===== config.mk =====
export PLATFORM = sky130hd
export DESIGN_NAME = vco_fbdiv_calc
export DESIGN_NICKNAME = d
export VERILOG_FILES = /design/src/rtl/vco_fbdiv_calc.sv
export SDC_FILE = /design/constraint.sdc
export NUM_CORES = 1
export LEC_CHECK = 0
export ABC_AREA = 1
export BUFFER_PORTS_ARGS = -buffer_cell sky130_fd_sc_hd__buf_2
export CORE_ASPECT_RATIO = 0.8
export CORE_MARGIN = 2
export CORE_UTILIZATION = 40
export DETAILED_ROUTE_END_ITERATION = 7
export GPL_ROUTABILITY_DRIVEN = 0
export GPL_TIMING_DRIVEN = 0
export PLACE_DENSITY = 0.67
export SYNTH_ARGS = -nofsm -noshare
export SYNTH_HDL_FRONTEND = slang
export SYNTH_SLANG_ARGS = --single-unit

===== constraint.sdc =====
create_clock -name clk -period 5.5 [get_ports clk]
set_input_delay 0.275 -clock clk [delete_from_list [all_inputs] [get_ports clk]]
set_output_delay 0.275 -clock clk [all_outputs]
set_load 0.03 [all_outputs]

===== src/rtl/vco_fbdiv_calc.sv =====
module vco_fbdiv_calc #(
  parameter int FW     = 32,
  parameter int CW     = 3,
  parameter int OFFS   = 16,
  parameter int SCALE  = 1000,
  parameter int FMIN   = 384000000,
  parameter int FMAX   = 660000000,
  parameter int RMAX   = 40000000
) (
  input  logic          clk,
  input  logic          rst_n,
  input  logic          start_i,
  input  logic [FW-1:0] ref_hz_i,
  input  logic [FW-1:0] tgt_hz_i,
  output logic [CW-1:0] fb_code,
  output logic [FW-1:0] vco_hz,
  output logic          done_ok,
  output logic          done_err
);
  localparam int CODE_MAX = (1 << CW) - 1;
  localparam int NMAX     = OFFS + CODE_MAX;
  localparam int NW       = $clog2(NMAX + 1);
  localparam int CNT_W    = $clog2(FW);
  localparam logic [CNT_W-1:0] LAST = CNT_W'(FW - 1);

  typedef enum logic [1:0] {S_IDLE, S_DIV, S_DONE} state_t;

  state_t        state;
  logic [1:0]    phase;
  logic [CNT_W-1:0] cnt;
  logic [FW:0]   rem;
  logic [FW-1:0] quo, dvs, ref_q, tkhz, ratio;

  logic [FW:0]   rem_sh, rem_nx;
  logic          ge;
  logic [FW-1:0] quo_nx;
  logic          bad_in, sat;
  logic [FW-1:0] nsel;
  logic [NW-1:0] nfin;

  assign rem_sh = {rem[FW-1:0], quo[FW-1]};
  assign ge     = rem_sh >= {1'b0, dvs};
  assign rem_nx = ge ? rem_sh - {1'b0, dvs} : rem_sh;
  assign quo_nx = {quo[FW-2:0], ge};

  assign bad_in = (ref_hz_i < FW'(SCALE)) || (tgt_hz_i == '0) ||
                  (tgt_hz_i < FW'(FMIN)) || (tgt_hz_i > FW'(FMAX)) ||
                  (ref_hz_i > FW'(RMAX));

  assign nsel = (ratio < FW'(OFFS)) ? FW'(OFFS) : ratio;
  assign sat  = nsel > FW'(NMAX);
  assign nfin = sat ? NW'(NMAX) : nsel[NW-1:0];

  always_ff @(posedge clk or negedge rst_n) begin
    if (!rst_n) begin
      state    <= S_IDLE;
      phase    <= '0;
      cnt      <= '0;
      rem      <= '0;
      quo      <= '0;
      dvs      <= '0;
      ref_q    <= '0;
      tkhz     <= '0;
      ratio    <= '0;
      fb_code  <= '0;
      vco_hz   <= '0;
      done_ok  <= 1'b0;
      done_err <= 1'b0;
    end else begin
      done_ok  <= 1'b0;
      done_err <= 1'b0;
      case (state)
        S_IDLE: begin
          if (start_i) begin
            if (bad_in) begin
              done_err <= 1'b1;
              fb_code  <= '0;
              vco_hz   <= '0;
            end else begin
              ref_q <= ref_hz_i;
              quo   <= tgt_hz_i;
              rem   <= '0;
              dvs   <= FW'(SCALE);
              cnt   <= '0;
              phase <= 2'd0;
              state <= S_DIV;
            end
          end
        end
        S_DIV: begin
          rem <= rem_nx;
          quo <= quo_nx;
          cnt <= cnt + 1'b1;
          if (cnt == LAST) begin
            cnt <= '0;
            rem <= '0;
            case (phase)
              2'd0: begin
                tkhz  <= quo_nx;
                quo   <= ref_q;
                dvs   <= FW'(SCALE);
                phase <= 2'd1;
              end
              2'd1: begin
                quo   <= tkhz;
                dvs   <= quo_nx;
                phase <= 2'd2;
              end
              default: begin
                ratio <= quo_nx;
                state <= S_DONE;
              end
            endcase
          end
        end
        default: begin
          fb_code  <= CW'(nfin - NW'(OFFS));
          vco_hz   <= ref_q * FW'(nfin);
          done_ok  <= !sat;
          done_err <= sat;
          state    <= S_IDLE;
        end
      endcase
    end
  end


  flags_excl_chk: assert property (@(posedge clk) disable iff (!rst_n)
    !(done_ok && done_err));


  one_pulse_chk: assert property (@(posedge clk) disable iff (!rst_n)
    (done_ok || done_err) |=> !done_ok);


  hold_out_chk: assert property (@(posedge clk) disable iff (!rst_n)
    (!done_ok && !done_err) |-> ($stable(fb_code) && $stable(vco_hz)));


  sat_code_chk: assert property (@(posedge clk) disable iff (!rst_n)
    (done_err && fb_code != '0) |-> (fb_code == CW'(CODE_MAX)));


  busy_ref_chk: assert property (@(posedge clk) disable iff (!rst_n)
    (state != S_IDLE && $past(state) != S_IDLE) |-> $stable(ref_q));
endmodule


==> results.tsv <==
metric	value	unit
status	completed	
end_kind	flip-flop	
synth_ff_type	dfrtp_1	
grt_max_degree	121	
cp.arrival	5.72	ns
m1WireLength	25.0	mm
antenna_cells	0	
drc	0	
combPwrFrac	48.2	%
io_pins	104	
htree_num_levels	1	
r2r_slack	0.23	ns
max-clock-path-buffers	3	
final_cell_mix	nand2_1 (580), inv_1 (314), dfrtp_1 (238)	
overflow	0	
swShare	44.6	%
num_vias	16500	
yosysWarnings	0	
area_growth	15.6	%
finalCritPeriodShare	95.9	%
dr_wl_met3	5.37	mm
dp.final_hpwl	42.7	mm
synth_top_area_share	34.9	%
finalMaxSlewViolations	0	
cts_root_buf	clkbuf_16	
fin_cells	3038	
yosysTopAreaCell	dfrtp_1	
syn_area	17000	um^2
routedWlPerCell	17.9	um
die_y	189	um
die_x	235	um
syn_inst	2274	
p_leak	9.81	nW
pwr-share-seq	28.6	%
cts_tree	done	
highest_layer	met4	
powerDensity	414	nW/um^2
antenna_found_initial	0	
core	42000	um^2
critical_path_class	reg2reg	
p_clk_share	23.3	%
clkSlewWorstSetupHoldPaths	0.06	ns
drt-initial-drc-count	1832	
final_common_cell	nand2_1	
fin_crit	5.27	ns
synthArstFlopShare	100	%
nNetsFinal	2685	
required	5.95	ns
drive_gt1_share	9.77	%
n_fill_cell	4100	
hold_viol	0	
seq_area_frac_synth	34.9	%
ant_nets	0	
critPathLaunchType	flip-flop	
yosys-top-cells-area	dfrtp_1 (35%), nand2_1 (13%), fa_1 (9.9%)	
die-area	44300	um^2
routed_wl	54.3	mm
dpl-instance-area	18400	um^2
synth_edf_count	0	
clk_latency	0.57	ns
intPower	4.52	mW
port_buffers	103	
drt_first_pass_iters	6	
tritoncts.num_buffers	28	
tightestPinTransition	0.854	ns
dr_wl_met2	22.7	mm
clock-skew-final	0.0216	ns
cts_sinks	238	
cap_violations	0	
hold_class	in2reg	
relSlewSlack	42.6	%
finalSetupViolCount	0	
grt_pass1_wl	86.9	mm
synth.distinct_cells	53	
place_inst	2957	
setup_tns	0	ns
grt.total_usage	24.6	%
viasPerCell	5.42	
max_freq	190	MHz
peakVddDrop	0.000226	V
yosys_register_bits	238	
place_ws	-0.848	ns
avgSynthCellArea	7.50	um^2
layout_setup_ws	0.225	ns
cp_max_fo	10	
first_global_vias	15900	
start_util	40.6	%
design_area	19700	um^2
std_cell_rows	67	
p_switching	3.63	mW
## Yosys cell counts (all sizes together), types with 17 or more instances
library cell / instances
nand2: 586
inv: 318
o21ai: 287
dfrtp: 238
nor2: 188
a21oi: 106
nand3: 106
fa: 84
clkbuf: 74
ha: 68
buf: 29
nor3: 21
nand4: 18
xnor2: 17
## power by group through the flow
stage          logic (mW)  clock network, mW  registers (mW)
2_1_floorplan        2.75                  0            2.26
3_3_place_gp         3.62                  0            2.34
3_5_place_dp         3.70                  0            2.34
4_1_cts              3.76               1.92            2.32
5_1_grt              4.42               1.99            2.36
6_report             3.93               1.90            2.33
## logic make-up (layout without fill, tap and decap cells)
group	Yosys count	in the layout	synth area share, %
AO/OA/AOI/OAI	472	472	15.3
flip-flops	238	238	34.9
AND/OR/NAND/NOR	953	953	23.1
multiplexers	1	1	0.0661
adder cells (fa/ha/maj)	152	152	14.9
XOR/XNOR	33	33	1.70
other	2	28	0.0441
buffers and inverters	423	609	10.0
## worst max-delay path, stage by stage (launching register included)
cell and delay, ns:
dfrtp_1 0.37, nor2_1 0.12, nand2_1 0.12, nor2_2 0.15, nand2_2 0.12, nor2_4 0.13, o211ai_1 0.19, inv_2 0.16
buf_6 0.19, nor2_1 0.08, fa_1 0.48, fa_1 0.55, inv_1 0.06, fa_1 0.54, inv_1 0.06, ha_2 0.39
nand2_1 0.10, nor2_1 0.18, nand2_1 0.15, nor4_1 0.21, nand2_1 0.10, o211ai_1 0.24, nand2_1 0.10, nand2_1 0.09
a21oi_1 0.06, o21ai_0 0.13, nand2_1 0.08
## state kept, by name (all words and copies together) (netlist names)
register  cells
fb_code       3
cnt           5
tkhz         32
ref_q        32
state         2
ratio        32
rem          32
dvs          32
vco_hz       32
done_err      1
done_ok       1
quo          32
phase         2
## timing repair
item                                    CTS  global route
gates cloned                              0             1
hold buffers                             22             0
gates resized for setup                   8            33
pin swaps                                 2             4
endpoints found under the setup margin   17            15
buffers inserted                          2             6
hold endpoints to repair                140             0
## routing by layer
layer  GRT usage (%)  vias up
li1                -     7661
met1            37.2     7965
met2            36.0      747
met3            4.91       80
met4            5.74        0
met5               0        -
## through the flow
stage	power, mW	utilization (%)	hold WS [ns]
after floorplan	5.01	-	-0.0206
after global placement	5.96	43.7	0.453
after detailed placement	6.05	43.8	0.403
after CTS	7.99	46.6	0.00223
after global routing	8.77	46.9	0.00520
final	8.15	46.9	0.0150
## path summary, 6_finish.rpt
kind / from / cells past startpoint / endpoint
max in group asynchronous: rst_n / 4 / tkhz[7]
min in group asynchronous: rst_n / 3 / rem[27]
min: ref_hz_i[3] / 3 / ref_q[3]
max: ratio[25] / 26 / vco_hz[30]
max reg2reg: ratio[25] / 26 / vco_hz[30]
min reg2reg: vco_hz[6] / 2 / vco_hz[6]
## area by class of cell
type | instances | area, um^2 | share of cell area [%]
Tap cell | 552 | 691 | 3.50
Buffer | 103 | 514 | 2.61
Clock buffer | 36 | 752 | 3.82
Timing Repair Buffer | 135 | 861 | 4.37
Clock inverter | 14 | 155 | 0.787
Timing Repair inverter | 1 | 5.00 | 0.0254
Inverter | 320 | 1200 | 6.09
Multi-Input combinational cell | 1639 | 9570 | 48.6
Sequential cell | 238 | 5960 | 30.2
Power figures use the tool's default switching activity.
